[src/rtl/irqd_pkg.sv]
package irqd_pkg;

   typedef enum logic [1:0] {
      STEP_NORMAL = 2'd0,
      STEP_VEC    = 2'd1,
      STEP_SKIP   = 2'd2,
      STEP_MODE   = 2'd3
   } init_step_e;

   typedef enum logic [2:0] {
      OP_ROT_OFF    = 3'd0,
      OP_EOI_NS     = 3'd1,
      OP_NOP        = 3'd2,
      OP_EOI_SP     = 3'd3,
      OP_ROT_ON     = 3'd4,
      OP_EOI_NS_ROT = 3'd5,
      OP_SET_BASE   = 3'd6,
      OP_EOI_SP_ROT = 3'd7
   } op_e;

endpackage

[src/rtl/irqd_prio_scan.sv]
module irqd_prio_scan #(
   parameter int LINES = 8,
   parameter int IDX_W = $clog2(LINES)
) (
   input  logic [LINES-1:0] vec,
   input  logic [IDX_W-1:0] base,
   output logic             hit,
   output logic [IDX_W-1:0] line
);
   logic [LINES-1:0] rot;
   logic [IDX_W-1:0] off;

   for (genvar g = 0; g < LINES; g++) begin : g_rot
      localparam logic [IDX_W-1:0] OFS = IDX_W'(g);
      assign rot[g] = vec[OFS + base];
   end

   always_comb begin
      hit = 1'b0;
      off = '0;
      for (int k = LINES - 1; k >= 0; k--) begin
         if (rot[k]) begin
            hit = 1'b1;
            off = IDX_W'(k);
         end
      end
      line = off + base;
   end
endmodule

[src/rtl/irqd_init_seq.sv]
module irqd_init_seq
   import irqd_pkg::*;
#(
   parameter int          LINES     = 8,
   parameter int          IDX_W     = $clog2(LINES),
   parameter logic [7:0]  VEC_RESET = 8'h00
) (
   input  logic       clk,
   input  logic       rst_n,
   input  logic       init_wr,
   input  logic       data_wr,
   input  logic [7:0] wdata,
   output logic       seq_normal,
   output logic [7:0] vec_base,
   output logic       nested_mode,
   output logic       auto_eoi
);
   localparam logic [7:0] VEC_KEEP = 8'hFF << IDX_W;

   init_step_e step_q;
   logic       mode_word_q;

   always_ff @(posedge clk or negedge rst_n) begin
      if (!rst_n) begin
         step_q      <= STEP_NORMAL;
         mode_word_q <= 1'b0;
         vec_base    <= VEC_RESET & VEC_KEEP;
         nested_mode <= 1'b0;
         auto_eoi    <= 1'b0;
      end else if (init_wr) begin
         mode_word_q <= wdata[0];
         step_q      <= STEP_VEC;
         if (!wdata[0]) begin
            nested_mode <= 1'b0;
            auto_eoi    <= 1'b0;
         end
      end else if (data_wr) begin
         case (step_q)
            STEP_VEC: begin
               vec_base <= wdata & VEC_KEEP;
               step_q   <= STEP_SKIP;
            end
            STEP_SKIP: step_q <= mode_word_q ? STEP_MODE : STEP_NORMAL;
            STEP_MODE: begin
               nested_mode <= wdata[4];
               auto_eoi    <= wdata[1];
               step_q      <= STEP_NORMAL;
            end
            default: step_q <= STEP_NORMAL;
         endcase
      end
   end

   assign seq_normal = (step_q == STEP_NORMAL);


   vec_step_chk: assert property (@(posedge clk) disable iff (!rst_n)
      (data_wr && step_q == STEP_VEC) |=>
         (vec_base == ($past(wdata) & VEC_KEEP)) && (step_q == STEP_SKIP));


   init_enter_chk: assert property (@(posedge clk) disable iff (!rst_n)
      init_wr |=> (step_q == STEP_VEC) && !seq_normal);
endmodule

[src/rtl/irqd_op_decode.sv]
module irqd_op_decode
   import irqd_pkg::*;
#(
   parameter int LINES = 8,
   parameter int IDX_W = $clog2(LINES)
) (
   input  logic             wr0,
   input  logic [7:0]       wdata,
   input  logic             top_hit,
   input  logic [IDX_W-1:0] top_line,
   output logic             is_init,
   output logic [LINES-1:0] eoi_clr,
   output logic             base_ld,
   output logic [IDX_W-1:0] base_new,
   output logic             rot_ld,
   output logic             rot_new,
   output logic             poll_set,
   output logic             rsel_ld,
   output logic             rsel_new,
   output logic             smask_ld,
   output logic             smask_new
);
   logic             is_ctl;
   logic             is_op;
   logic [IDX_W-1:0] wline;
   op_e              op;

   assign is_init = wr0 &  wdata[4];
   assign is_ctl  = wr0 & ~wdata[4] &  wdata[3];
   assign is_op   = wr0 & ~wdata[4] & ~wdata[3];
   assign wline   = wdata[IDX_W-1:0];
   assign op      = op_e'(wdata[7:5]);

   assign poll_set  = is_ctl & wdata[2];
   assign rsel_ld   = is_ctl & wdata[1];
   assign rsel_new  = wdata[0];
   assign smask_ld  = is_ctl & wdata[6];
   assign smask_new = wdata[5];

   always_comb begin
      eoi_clr  = '0;
      base_ld  = 1'b0;
      base_new = '0;
      rot_ld   = 1'b0;
      rot_new  = wdata[7];
      if (is_op) begin
         case (op)
            OP_ROT_OFF, OP_ROT_ON: rot_ld = 1'b1;
            OP_EOI_NS: begin
               if (top_hit) eoi_clr = LINES'(1) << top_line;
            end
            OP_EOI_NS_ROT: begin
               if (top_hit) begin
                  eoi_clr  = LINES'(1) << top_line;
                  base_ld  = 1'b1;
                  base_new = top_line + IDX_W'(1);
               end
            end
            OP_EOI_SP: eoi_clr = LINES'(1) << wline;
            OP_SET_BASE: begin
               base_ld  = 1'b1;
               base_new = wline + IDX_W'(1);
            end
            OP_EOI_SP_ROT: begin
               eoi_clr  = LINES'(1) << wline;
               base_ld  = 1'b1;
               base_new = wline + IDX_W'(1);
            end
            default: ;
         endcase
      end
   end
endmodule

[src/rtl/irq_cmd_decoder.sv]
module irq_cmd_decoder
   import irqd_pkg::*;
#(
   parameter int         LINES     = 8,
   parameter int         IDX_W     = $clog2(LINES),
   parameter logic [7:0] VEC_RESET = 8'h00
) (
   input  logic             clk,
   input  logic             rst_n,
   input  logic             wr_en,
   input  logic             rd_en,
   input  logic             addr,
   input  logic [7:0]       wdata,
   output logic [7:0]       rdata,
   input  logic [LINES-1:0] core_irr,
   input  logic [LINES-1:0] core_isr,
   input  logic             core_win_valid,
   input  logic [IDX_W-1:0] core_win_line,
   output logic [LINES-1:0] mask,
   output logic [IDX_W-1:0] prio_base,
   output logic [7:0]       vec_base,
   output logic             auto_eoi,
   output logic             nested_mode,
   output logic             rot_auto_eoi,
   output logic             special_mask,
   output logic [LINES-1:0] isr_clr,
   output logic [LINES-1:0] irr_clr,
   output logic             init_flush
);
   localparam logic [7:0] EMPTY_CODE = 8'(LINES - 1);

   if (LINES < 2 || LINES > 8 || LINES != (1 << IDX_W)) begin : g_bad_cfg
      $error("irq_cmd_decoder: LINES must be a power of two in 2..8 with IDX_W = log2(LINES)");
   end

   logic             wr0, wr1;
   logic             seq_normal;
   logic             top_hit;
   logic [IDX_W-1:0] top_line;
   logic             is_init;
   logic [LINES-1:0] eoi_clr;
   logic             base_ld, rot_ld, rot_new, poll_set;
   logic             rsel_ld, rsel_new, smask_ld, smask_new;
   logic [IDX_W-1:0] base_new;
   logic             rsel_q, poll_q;
   logic [LINES-1:0] poll_clr;

   assign wr0 = wr_en & ~addr;
   assign wr1 = wr_en &  addr;

   irqd_prio_scan #(.LINES(LINES), .IDX_W(IDX_W)) u_scan (
      .vec  (core_isr),
      .base (prio_base),
      .hit  (top_hit),
      .line (top_line)
   );

   irqd_op_decode #(.LINES(LINES), .IDX_W(IDX_W)) u_dec (
      .wr0       (wr0),
      .wdata     (wdata),
      .top_hit   (top_hit),
      .top_line  (top_line),
      .is_init   (is_init),
      .eoi_clr   (eoi_clr),
      .base_ld   (base_ld),
      .base_new  (base_new),
      .rot_ld    (rot_ld),
      .rot_new   (rot_new),
      .poll_set  (poll_set),
      .rsel_ld   (rsel_ld),
      .rsel_new  (rsel_new),
      .smask_ld  (smask_ld),
      .smask_new (smask_new)
   );

   irqd_init_seq #(.LINES(LINES), .IDX_W(IDX_W), .VEC_RESET(VEC_RESET)) u_init (
      .clk         (clk),
      .rst_n       (rst_n),
      .init_wr     (is_init),
      .data_wr     (wr1),
      .wdata       (wdata),
      .seq_normal  (seq_normal),
      .vec_base    (vec_base),
      .nested_mode (nested_mode),
      .auto_eoi    (auto_eoi)
   );

   always_ff @(posedge clk or negedge rst_n) begin
      if (!rst_n) begin
         mask         <= '0;
         prio_base    <= '0;
         rsel_q       <= 1'b0;
         special_mask <= 1'b0;
      end else if (is_init) begin
         mask         <= '0;
         prio_base    <= '0;
         rsel_q       <= 1'b0;
         special_mask <= 1'b0;
      end else begin
         if (wr1 && seq_normal) mask <= wdata[LINES-1:0];
         if (base_ld)  prio_base    <= base_new;
         if (rsel_ld)  rsel_q       <= rsel_new;
         if (smask_ld) special_mask <= smask_new;
      end
   end

   always_ff @(posedge clk or negedge rst_n) begin
      if (!rst_n) begin
         rot_auto_eoi <= 1'b0;
         poll_q       <= 1'b0;
      end else begin
         if (rot_ld) rot_auto_eoi <= rot_new;
         if (poll_set)   poll_q <= 1'b1;
         else if (rd_en) poll_q <= 1'b0;
      end
   end

   assign poll_clr   = (rd_en && poll_q && core_win_valid) ? (LINES'(1) << core_win_line) : '0;
   assign isr_clr    = eoi_clr | poll_clr;
   assign irr_clr    = poll_clr;
   assign init_flush = is_init;

   always_comb begin
      if (poll_q)      rdata = core_win_valid ? 8'(core_win_line) : EMPTY_CODE;
      else if (addr)   rdata = 8'(mask);
      else if (rsel_q) rdata = 8'(core_isr);
      else             rdata = 8'(core_irr);
   end


   mask_load_chk: assert property (@(posedge clk) disable iff (!rst_n)
      (wr1 && seq_normal) |=> mask == $past(wdata[LINES-1:0]));


   init_clear_chk: assert property (@(posedge clk) disable iff (!rst_n)
      (wr_en && !addr && wdata[4]) |=>
         (mask == '0) && (prio_base == '0) && !special_mask && !rsel_q);


   set_base_chk: assert property (@(posedge clk) disable iff (!rst_n)
      (wr_en && !addr && wdata[7:3] == 5'b11000) |=>
         prio_base == $past(wdata[IDX_W-1:0]) + IDX_W'(1));


   poll_drop_chk: assert property (@(posedge clk) disable iff (!rst_n)
      (rd_en && !poll_set) |=> !poll_q);


   clr_quiet_chk: assert property (@(posedge clk) disable iff (!rst_n)
      !(wr_en || rd_en) |-> (isr_clr == '0) && (irr_clr == '0));


   clr_single_chk: assert property (@(posedge clk) disable iff (!rst_n)
      (wr_en && !rd_en) |-> $onehot0(isr_clr));
endmodule

[config.mk]
export PLATFORM = sky130hd
export DESIGN_NAME = irq_cmd_decoder
export DESIGN_NICKNAME = d
export VERILOG_FILES = /design/src/rtl/irqd_pkg.sv /design/src/rtl/irqd_prio_scan.sv /design/src/rtl/irqd_init_seq.sv /design/src/rtl/irqd_op_decode.sv /design/src/rtl/irq_cmd_decoder.sv
export SDC_FILE = /design/constraint.sdc
export NUM_CORES = 1
export LEC_CHECK = 0
export BUFFER_PORTS_ARGS = -buffer_cell sky130_fd_sc_hd__buf_4
export CORE_ASPECT_RATIO = 2
export CORE_MARGIN = 5
export CORE_UTILIZATION = 35
export DETAILED_ROUTE_END_ITERATION = 12
export GPL_ROUTABILITY_DRIVEN = 0
export HOLD_SLACK_MARGIN = 0.15
export PLACE_DENSITY = 0.61
export RECOVER_POWER = 100
export SLEW_MARGIN = 15
export SYNTH_ARGS = -nofsm -noshare
export SYNTH_HDL_FRONTEND = slang
export SYNTH_SLANG_ARGS = --single-unit
export TNS_END_PERCENT = 5
[constraint.sdc]
create_clock -name clk -period 12.7 [get_ports clk]
set_input_delay 0.635 -clock clk [delete_from_list [all_inputs] [get_ports clk]]
set_output_delay 0.635 -clock clk [all_outputs]
set_load 0.02 [all_outputs]
==> flow_summary_export.csv <==
group,metric,value,unit
logic_synthesis,synth-simple-area-share,0.208,
floorplanning,die_area,9290,um2
pwr,power.internal,0.305,mW
finish,antenna_cells,0,
clock_tree,cts_hold_buf,0,
routing,ant_nets,0,
logic_synthesis,syn_area,2580,um2
routing,drtIter0Drc,130,
critical_path,critPathMaxFanout,24,
finish,final_nets,420,
finish,finish.utilization,0.429,
logic_synthesis,synth_top_family_by_area,"simple AND/OR/NAND/NOR gates",
timing,worst_clock_skew,0.00242,ns
grt,antenna_found_initial,0,
logic_synthesis,muxShareOfSynthArea,0.170,
logic_synthesis,synthAdderAreaFrac,0.0951,
place,post-place-cells,455,
routing,route.detailed.drc,0,
logic_synthesis,synth_xor_area_frac,0.0247,
grt,first_global_vias,2678,
timing,min_period,6.05,ns
critical_path,cp.required,12.06,ns
logic_synthesis,seq_area_frac_synth,0.243,
logic_synthesis,synth_edf_count,0,
run,cap_violations,0,
timing,hold_viol,0,
routing,wl_per_cell,18.5,um
logic_synthesis,synthTopCellsByCount,"nor2_1, dfrtp_1, nand2_1, mux2i_1, a21oi_1",
worst_hold_path,holdCritPathClass,"register to register",
routing,via_count,2568,
clock_tree,path_clk_slew,0.07,ns
critical_path,end_kind,"output port",
clock_tree,cts_tree,"yes",
logic_synthesis,synthCells,301,
logic_synthesis,synth-main-ff-cell,"dfrtp_1",
finish,drive_gt1_frac,0.163,
pwr,seq_power_share,0.234,
grt,grt_pass1_wl,13500,um
place,hpwl,6930,um
clock_tree,cts.sinks,25,
logic_synthesis,async_reset_ff_frac,1.00,
clock_tree,post-cts-setup-buffers,0,
finish,instances_no_fill,459,
logic_synthesis,yosysMostFrequentCell,"nor2_1",
logic_synthesis,ys_types,59,
logic_synthesis,yosysWarnings,0,
critical_path,critPathArrivalTime,5.41,ns
floorplanning,die_h,131,um
grt,grt-ovfl-total,0,
pwr,p_sw,0.280,mW
critical_path,cp-start-kind,"register",
timing,max_freq,0.165,GHz
critical_path,worstSetupPathType,"register to output port",
pwr,combPwrFrac,0.636,
clock_tree,htreeDepth,1,
clock_tree,clock_latency,0.27,ns
grt,grt_max_degree,26,
logic_synthesis,synth_area_leader_cell,"dfrtp_1",
logic_synthesis,avgSynthCellArea,8.57,um2
timing,tightest_slew,1.38,ns
clock_tree,clockRootBuffer,"clkbuf_16",
logic_synthesis,ys_top_cells_by_area,"dfrtp_1, ha_1, mux2i_1",
logic_synthesis,ys_seq_elements,25,
timing,slew_violations,0,
finish,fill_cells,769,
clock_tree,clockBufferDepth,2,
routing,dr.pass1.iters,4,
logic_synthesis,synth_top_cell_area_share,0.243,
place,io_buffer_count,77,
pwr,ir_worst_vdd,0.109,mV
floorplanning,io_pins,81,
floorplanning,start_util,0.358,
timing,tns,0,ns
pwr,clkPwrFrac,0.130,
routing,wl,8480,um
finish,area_growth,19.8,%
floorplanning,coreArea,7210,um2
pwr,p_leak,1.35,nW
timing,period_share,0.476,
timing,setup_viol,0,
floorplanning,die_width,70.7,um
timing,rsz0062_at_grt,"false",
grt,grt_usage,0.178,
clock_tree,cts_repair_resize_count,0,
routing,avgViaCountPerCell,5.59,
logic_synthesis,synth_compound_area_frac,0.196,
pwr,power.share.switching,0.479,
clock_tree,cts_buffers,3,
floorplanning,fp-row-count,44,
outcome,status,"completed",
pwr,p_per_area,189,nW/um2
timing,slew_headroom,0.0792,
[worst paths after layout]
check	start	cells past startpoint	end	slack, ns
setup / recovery	prio_base[0]	15	isr_clr[3]	6.65
hold / removal	u_init.vec_base[4]	2	u_init.vec_base[4]	0.50
setup reg to reg	prio_base[0]	14	prio_base[2]	7.29
hold reg to reg	u_init.vec_base[4]	2	u_init.vec_base[4]	0.50
max in group asynchronous	rst_n	1	mask[0]	11.22
min in group asynchronous	rst_n	1	u_init.vec_base[5]	0.67
[cell usage in the layout, fill, tap and decap left out, drive strengths merged, types with 2 or more instances in the layout]
cell type / count
clkbuf: 45
buf: 35
nor2: 30
nand2: 25
dfrtp: 25
mux2i: 21
a21oi: 19
o21ai: 18
ha: 18
inv: 17
nand3: 13
mux2: 12
nor3: 11
a31oi: 9
a22o: 8
and3: 6
nor2b: 5
mux4: 4
nor3b: 4
a21o: 3
a31o: 3
conb: 3
and2: 3
nand3b: 2
a221oi: 2
nand2b: 2
or4: 2
a21boi: 2
xnor2: 2
[metrics by stage]
| step | hold WS [ns] | setup WS [ns] | power, mW | area (um2) |
|---|---|---|---|---|
| floorplan | 0.339 | 8.13 | 0.433 | 2590 |
| global placement | 0.479 | 7.30 | 0.529 | 3180 |
| detailed placement | 0.480 | 7.14 | 0.537 | 3180 |
| CTS | 0.274 | 6.83 | 0.615 | 3270 |
| global route | 0.526 | 6.19 | 0.634 | 3090 |
| finish | 0.497 | 6.65 | 0.585 | 3090 |
[kinds of logic after synthesis]
| group | Yosys count |
|---|---|
| xor gates and xnor gates | 3 |
| adders and majority gates | 19 |
| other | 1 |
| muxes | 37 |
| and+or+nand+nor | 108 |
| AOI/OAI and AO/OA | 74 |
| DFF | 25 |
| buffers and inverters | 34 |
[worst max-delay path: stages (launching register included)]
cell,delay [ns]
dfrtp_1,0.87
inv_1,0.29
ha_1,0.73
mux2i_1,0.20
mux4_2,0.51
o311ai_0,0.32
nand2_1,0.10
a221oi_1,0.31
ha_1,0.20
inv_1,0.05
fa_1,0.38
xor2_1,0.46
ha_1,0.23
a31oi_1,0.09
o22ai_1,0.16
clkbuf_1,0.25
[final cells by class]
type | instances | area, um2 | area share
tap | 92 | 115 | 0.0372
timing repair buffer | 77 | 420 | 0.136
sequential | 25 | 626 | 0.202
multi-input combinational | 244 | 1780 | 0.577
inverter | 17 | 63.8 | 0.0206
clock buffer | 3 | 75.1 | 0.0243
clock inverter | 1 | 8.76 | 0.00283
[routing by layer]
metal	GRT usage	vias to the layer above	share of wire
li1	-	1219	-
met1	0.178	1253	0.35
met2	0.355	75	0.59
met3	0.0199	21	0.032
met4	0.0732	0	0.034
met5	0	-	0
[sequential cells by signal, summed over array words and instances (netlist names)]
name,count
u_init.step_q,2
rsel_q,1
u_init.nested_mode,1
u_init.vec_base,5
prio_base,3
u_init.auto_eoi,1
poll_q,1
mask,8
special_mask,1
u_init.mode_word_q,1
rot_auto_eoi,1
[power by group through the flow]
| stage | clock network (mW) | registers [mW] | logic [mW] |
|---|---|---|---|
| finish | 0.0761 | 0.137 | 0.372 |
| global route | 0.0800 | 0.142 | 0.412 |
| CTS | 0.0769 | 0.137 | 0.401 |
| detailed placement | 0 | 0.138 | 0.399 |
| global placement | 0 | 0.137 | 0.392 |
| floorplan | 0 | 0.135 | 0.298 |
Power figures use the tool's default switching activity.
